[src/rtl/pll_lock_pkg.sv]
package pll_lock_pkg;

  typedef enum logic [1:0] {
    PM_IDLE     = 2'd0,
    PM_WAIT_FB  = 2'd1,
    PM_WAIT_REF = 2'd2
  } pm_state_t;

  // lock window in picoseconds for each window select code
  function automatic int unsigned window_ps(input int unsigned code);
    case (code)
      0:       return 3000;
      1:       return 10000;
      2:       return 30000;
      default: return 90000;
    endcase
  endfunction

  // consecutive comparisons needed for each run select code
  function automatic int unsigned run_length(input int unsigned code,
                                             input int unsigned base_log2);
    return 32'd1 << (base_log2 + 2 * code);
  endfunction

endpackage

[src/rtl/edge_phase_meter.sv]
module edge_phase_meter
  import pll_lock_pkg::*;
#(
  parameter int unsigned MEAS_W = 8
) (
  input  logic              clk,
  input  logic              rst_n,
  input  logic              ref_pulse,
  input  logic              fb_pulse,
  output logic              meas_valid,
  output logic [MEAS_W-1:0] meas_cycles,
  output logic              meas_sat
);

  localparam logic [MEAS_W-1:0] CNT_MAX = '1;

  logic [1:0] pulse_in;
  logic [1:0] pulse_q;
  logic [1:0] rise;

  assign pulse_in = {fb_pulse, ref_pulse};

  for (genvar g = 0; g < 2; g++) begin : g_edge
    always_ff @(posedge clk or negedge rst_n) begin
      if (!rst_n) pulse_q[g] <= 1'b0;
      else        pulse_q[g] <= pulse_in[g];
    end
    assign rise[g] = pulse_in[g] & ~pulse_q[g];
  end

  pm_state_t         state;
  logic [MEAS_W-1:0] cnt;
  logic              first_is_fb;
  logic              same_rise;
  logic              other_rise;

  // which divider opened the current measurement
  assign first_is_fb = (state == PM_WAIT_REF);
  assign same_rise   = first_is_fb ? rise[1] : rise[0];
  assign other_rise  = first_is_fb ? rise[0] : rise[1];

  always_ff @(posedge clk or negedge rst_n) begin
    if (!rst_n) begin
      state       <= PM_IDLE;
      cnt         <= '0;
      meas_valid  <= 1'b0;
      meas_cycles <= '0;
      meas_sat    <= 1'b0;
    end else begin
      meas_valid <= 1'b0;
      if (state == PM_IDLE) begin
        if (&rise) begin
          meas_valid  <= 1'b1;
          meas_cycles <= '0;
          meas_sat    <= 1'b0;
        end else if (rise[0]) begin
          state <= PM_WAIT_FB;
          cnt   <= MEAS_W'(1);
        end else if (rise[1]) begin
          state <= PM_WAIT_REF;
          cnt   <= MEAS_W'(1);
        end
      end else begin
        if (other_rise) begin
          meas_valid  <= 1'b1;
          meas_cycles <= cnt;
          meas_sat    <= (cnt == CNT_MAX);
          state       <= PM_IDLE;
        end else if (same_rise) begin
          // repeated edge before the partner: report a saturated result
          meas_valid  <= 1'b1;
          meas_cycles <= CNT_MAX;
          meas_sat    <= 1'b1;
          cnt         <= MEAS_W'(1);
        end else if (cnt != CNT_MAX) begin
          cnt <= cnt + 1'b1;
        end
      end
    end
  end

endmodule

[src/rtl/lock_run_tracker.sv]
module lock_run_tracker #(
  parameter int unsigned MEAS_W = 8,
  parameter int unsigned RUN_W  = 12
) (
  input  logic              clk,
  input  logic              rst_n,
  input  logic              lk_en,
  input  logic [1:0]        win_sel,
  input  logic [1:0]        cnt_sel,
  input  logic              meas_valid,
  input  logic [MEAS_W-1:0] meas_cycles,
  input  logic              meas_sat,
  input  logic [MEAS_W-1:0] thr_cycles,
  input  logic [RUN_W-1:0]  run_len,
  output logic              meas_hit,
  output logic              lock,
  output logic              unlock
);

  logic [1:0]       win_q;
  logic [1:0]       cnt_q;
  logic             cfg_chg;
  logic [RUN_W-1:0] run;
  logic [RUN_W-1:0] run_inc;

  assign meas_hit = meas_valid && !meas_sat && (meas_cycles <= thr_cycles);
  assign cfg_chg  = (win_sel != win_q) || (cnt_sel != cnt_q);
  assign run_inc  = run + 1'b1;

  always_ff @(posedge clk or negedge rst_n) begin
    if (!rst_n) begin
      win_q <= 2'd0;
      cnt_q <= 2'd0;
    end else begin
      win_q <= win_sel;
      cnt_q <= cnt_sel;
    end
  end

  always_ff @(posedge clk or negedge rst_n) begin
    if (!rst_n) begin
      run    <= '0;
      lock   <= 1'b0;
      unlock <= 1'b0;
    end else if (!lk_en) begin
      run    <= '0;
      lock   <= 1'b0;
      unlock <= 1'b0;
    end else if (meas_valid && !meas_hit) begin
      run    <= '0;
      lock   <= 1'b0;
      unlock <= 1'b1;
    end else if (cfg_chg) begin
      run  <= '0;
      lock <= 1'b0;
      if (meas_valid) unlock <= 1'b0;
    end else if (meas_valid) begin
      unlock <= 1'b0;
      if (run < run_len) run <= run_inc;
      if (run_inc >= run_len) lock <= 1'b1;
    end
  end

endmodule

[src/rtl/pll_lock_monitor.sv]
module pll_lock_monitor
  import pll_lock_pkg::*;
#(
  parameter int unsigned SAMPLE_PS     = 5000,
  parameter int unsigned MEAS_W        = 8,
  parameter int unsigned RUN_BASE_LOG2 = 5
) (
  input  logic       clk,
  input  logic       rst_n,
  input  logic       ref_pulse,
  input  logic       fb_pulse,
  input  logic       lk_en,
  input  logic [1:0] win_sel,
  input  logic [1:0] cnt_sel,
  input  logic       stat_sel,
  output logic       lock,
  output logic       unlock,
  output logic       stat
);

  localparam int unsigned RUN_W    = RUN_BASE_LOG2 + 7;
  localparam int unsigned THR_CAP  = (1 << MEAS_W) - 2;

  logic [MEAS_W-1:0] thr_tab [4];
  logic [RUN_W-1:0]  run_tab [4];

  for (genvar g = 0; g < 4; g++) begin : g_tab
    localparam int unsigned TC = window_ps(g) / SAMPLE_PS;
    localparam int unsigned TL = (TC > THR_CAP) ? THR_CAP : TC;
    assign thr_tab[g] = MEAS_W'(TL);
    assign run_tab[g] = RUN_W'(run_length(g, RUN_BASE_LOG2));
  end

  logic              meas_valid;
  logic [MEAS_W-1:0] meas_cycles;
  logic              meas_sat;
  logic              meas_hit;

  edge_phase_meter #(.MEAS_W(MEAS_W)) i_meter (
    .clk         (clk),
    .rst_n       (rst_n),
    .ref_pulse   (ref_pulse),
    .fb_pulse    (fb_pulse),
    .meas_valid  (meas_valid),
    .meas_cycles (meas_cycles),
    .meas_sat    (meas_sat)
  );

  lock_run_tracker #(.MEAS_W(MEAS_W), .RUN_W(RUN_W)) i_tracker (
    .clk         (clk),
    .rst_n       (rst_n),
    .lk_en       (lk_en),
    .win_sel     (win_sel),
    .cnt_sel     (cnt_sel),
    .meas_valid  (meas_valid),
    .meas_cycles (meas_cycles),
    .meas_sat    (meas_sat),
    .thr_cycles  (thr_tab[win_sel]),
    .run_len     (run_tab[cnt_sel]),
    .meas_hit    (meas_hit),
    .lock        (lock),
    .unlock      (unlock)
  );

  assign stat = stat_sel ? unlock : lock;

endmodule

[config.mk]
export PLATFORM = sky130hd
export DESIGN_NAME = pll_lock_monitor
export DESIGN_NICKNAME = d
export VERILOG_FILES = /design/src/rtl/pll_lock_pkg.sv /design/src/rtl/edge_phase_meter.sv /design/src/rtl/lock_run_tracker.sv /design/src/rtl/pll_lock_monitor.sv
export SDC_FILE = /design/constraint.sdc
export NUM_CORES = 1
export LEC_CHECK = 0
export BUFFER_PORTS_ARGS = -buffer_cell sky130_fd_sc_hd__buf_4
export CORE_MARGIN = 3
export CORE_UTILIZATION = 60
export CTS_CLUSTER_SIZE = 12
export DETAILED_ROUTE_END_ITERATION = 10
export GPL_ROUTABILITY_DRIVEN = 0
export GPL_TIMING_DRIVEN = 0
export PLACE_DENSITY = 0.82
export SYNTH_ARGS = -nofsm -noshare
export SYNTH_HDL_FRONTEND = slang
export SYNTH_SLANG_ARGS = --single-unit
[constraint.sdc]
create_clock -name clk -period 3.1 [get_ports clk]
set_clock_uncertainty 0.2 [all_clocks]
set_input_delay 0.465 -clock clk [delete_from_list [all_inputs] [get_ports clk]]
set_output_delay 0.465 -clock clk [all_outputs]
set_load 0.03 [all_outputs]
==> results.cfg <==
[timing]
rsz0062_at_grt = no
max-slew-margin-rel_pct = 50.2
min_period_over_period_pct = 90.3
timing.hold.ws_ns = 0.0821
maxSlewViolCount = 0
tightestPinTransition_ns = 0.741
fin_ws_ns = 0.300
layout_min_cycle_time_ns = 2.80
timing.fmax_mhz = 357
hold_viol = 0
setup_viol = 0
setup_tns_ns = 0

[min_path]
hold_depth = 1
min_path_type = in -> reg

[place]
portBuffers = 12
place_hpwl_um = 3410
place_ws_ns = 0.344

[yosys]
synth_edf_count = 0
yosysWarnings = 0
syn_area_um2 = 2330
synthCells = 252
synthesis.nets = 274
synth_common_cells = dfrtp_1, nor2_1, nand2_1
netlist-cell-type-count = 48
avgSynthCellArea_um2 = 9.23
yosysTopAreaCell = dfrtp_1
yosysTopAreaCellShare_pct = 43.0
synth_flop_cell = dfrtp_1
async_reset_ff_share_pct = 100
ys_seq_area_share_pct = 43.0
synthTopCellsByArea = dfrtp_1, ha_1, nor2_1
ys_ff_latch = 40

[clock_tree]
clkSlewWorstSetupHoldPaths_ns = 0.08
clock_path_buffers = 2
cts_buffers = 5
htree_levels = 2
cts_root_buffer = clkbuf_8
cts_tree = done
cts_setup_buffers = 0
cts.sinks = 40
cts_resized = 0
insertion_delay_ns = 0.30

[finish]
fin_nets = 294
diodes = 0
final_layout_size_suffix_gt1_share_pct = 10.6
final_util_pct = 73.7
area_growth_pct = 11.6

[power_and_ir_drop]
p_leak_nw = 1.11
p_per_area_nw_per_um2 = 572
ir_worst_vdd_uv = 353

[detailed_routing]
drc = 0
vias_per_cell = 6.04
routedWlPerCell_um = 14.8
drt_first_iter_violations = 95
postRouteAntennaNets = 0
drt_first_pass_iters = 4
drt-total-wl_um = 4720
vias = 1926

[grt]
grt_use_met1_pct = 32.9
overflow = 0
grt_pass1_wl_um = 8140
grt_usage_pct = 24.0
grt_antenna_before_repair = 0
grt_pass1_vias = 1812
met3_usage_pct = 3.94
use_met2_pct = 36.7
grt_max_degree = 41
grt.busiest_layer = met2

[critical_path]
cpPeakStageDelay_ns = 0.47
reg2reg_depth = 9
crit_buf_inv = 0
worst-setup-path-type = reg -> reg
crit_path_top_delay_cell = nor3_1
r2r_slack_ns = 0.30
start_kind = flop
critPathArrivalTime_ns = 2.81
end_kind = flop
crit_top_cell = nand3_1
worstPathRequired_ns = 3.11
path_cells = nand3_1 > nor3_1 > nand3_1 > xnor2_1 > ha_1 > nand2_1 > a211oi_1 > o221ai_1 > a311oi_1
path_delay_family = simple AND/OR/NAND/NOR gates
cp.depth = 9
critPathMaxFanout = 6

[run_status]
run_status = completed

[floorplanning]
pin_count = 13
dieArea_um2 = 4660
die_h_um = 68.3
core_um2 = 3520
row_count = 21
die_w_um = 68.3
start_util_pct = 66.1

[run]
timing.max_cap.violations = 0
## where the power goes
group | leakage [nW] | switching [mW] | internal (mW)
Clock | 0.0541 | 0.192 | 0.238
Sequential | 0.508 | 0.0897 | 0.609
Combinational | 0.548 | 0.196 | 0.161
Total | 1.11 | 0.477 | 1.01
## repair_timing
action | 4_1_cts | 5_1_grt
hold buffers | 1 | 0
setup endpoints to repair | 0 | 0
hold endpoints to repair | 40 | 0
## final timing paths
kind | from | endpoint
setup / recovery | i_tracker.run[2] | i_tracker.lock
hold / removal | fb_pulse | i_meter.pulse_q[1]
setup reg to reg | i_tracker.run[2] | i_tracker.lock
hold reg to reg | i_meter.meas_cycles[7] | i_meter.meas_cycles[7]
max in group asynchronous | rst_n | i_meter.pulse_q[0]
min in group asynchronous | rst_n | i_tracker.cnt_q[0]
## layer usage
layer  vias to the layer above  wire length, um
li1                        953                -
met2                        54             2100
met3                         5              275
met4                         0               81
met5                         -                0
met1                       914             2270
## flip-flops by register name, indices dropped and copies added, names as in the netlist
| name | count |
|---|---|
| i_meter.pulse_q | 2 |
| i_meter.meas_sat | 1 |
| i_tracker.unlock | 1 |
| i_meter.state | 2 |
| i_meter.cnt | 8 |
| i_tracker.win_q | 2 |
| i_meter.meas_cycles | 8 |
| i_tracker.lock | 1 |
| i_tracker.run | 12 |
| i_meter.meas_valid | 1 |
| i_tracker.cnt_q | 2 |
## cell families (layout without fill, tap and decap cells)
| logic type | count (synthesis) | in the layout | share of synthesized area (%) |
|---|---|---|---|
| xor+xnor | 19 | 19 | 7.15 |
| flops | 40 | 40 | 43.0 |
| simple gates | 107 | 107 | 21.7 |
| compound gates | 56 | 56 | 16.4 |
| mux | 7 | 7 | 3.12 |
| fa+ha+maj | 12 | 12 | 6.45 |
| buf+inv | 11 | 32 | 2.21 |
## layout by cell type, fill, tap and decap left out, drive strengths merged, types with 4 or more instances in the layout
| master | instances |
|---|---|
| clkbuf | 8 |
| nand2b | 7 |
| a22oi | 4 |
| ha | 12 |
| nor2b | 4 |
| nor3 | 6 |
| dfrtp | 40 |
| o22ai | 5 |
| o21a | 4 |
| buf | 15 |
| o21ai | 7 |
| inv | 4 |
| nand3 | 12 |
| a21oi | 12 |
| nand2 | 21 |
| and3 | 5 |
| nor2 | 41 |
| mux2i | 5 |
| xnor2 | 10 |
| a31oi | 6 |
| xor2 | 9 |
## final cells by class
| type | instances | area (um^2) |
|---|---|---|
| fill | 296 | 926 |
| tap | 46 | 57.6 |
| inverter | 5 | 18.8 |
| timing repair buffer | 13 | 100 |
| buffer | 6 | 32.5 |
| sequential | 40 | 1000 |
| clock inverter | 3 | 42.5 |
| multi-input combinational | 201 | 1270 |
| clock buffer | 5 | 68.8 |
## through the flow
stage | instance area (um^2) | power (mW) | std cells
finish | 2590 | 1.49 | 319
global route | 2590 | 1.58 | 319
global placement | 2470 | 1.04 | 310
detailed placement | 2470 | 1.06 | 310
floorplan | 2330 | 0.946 | 252
CTS | 2590 | 1.50 | 319
(Power assumes the default switching activity.)
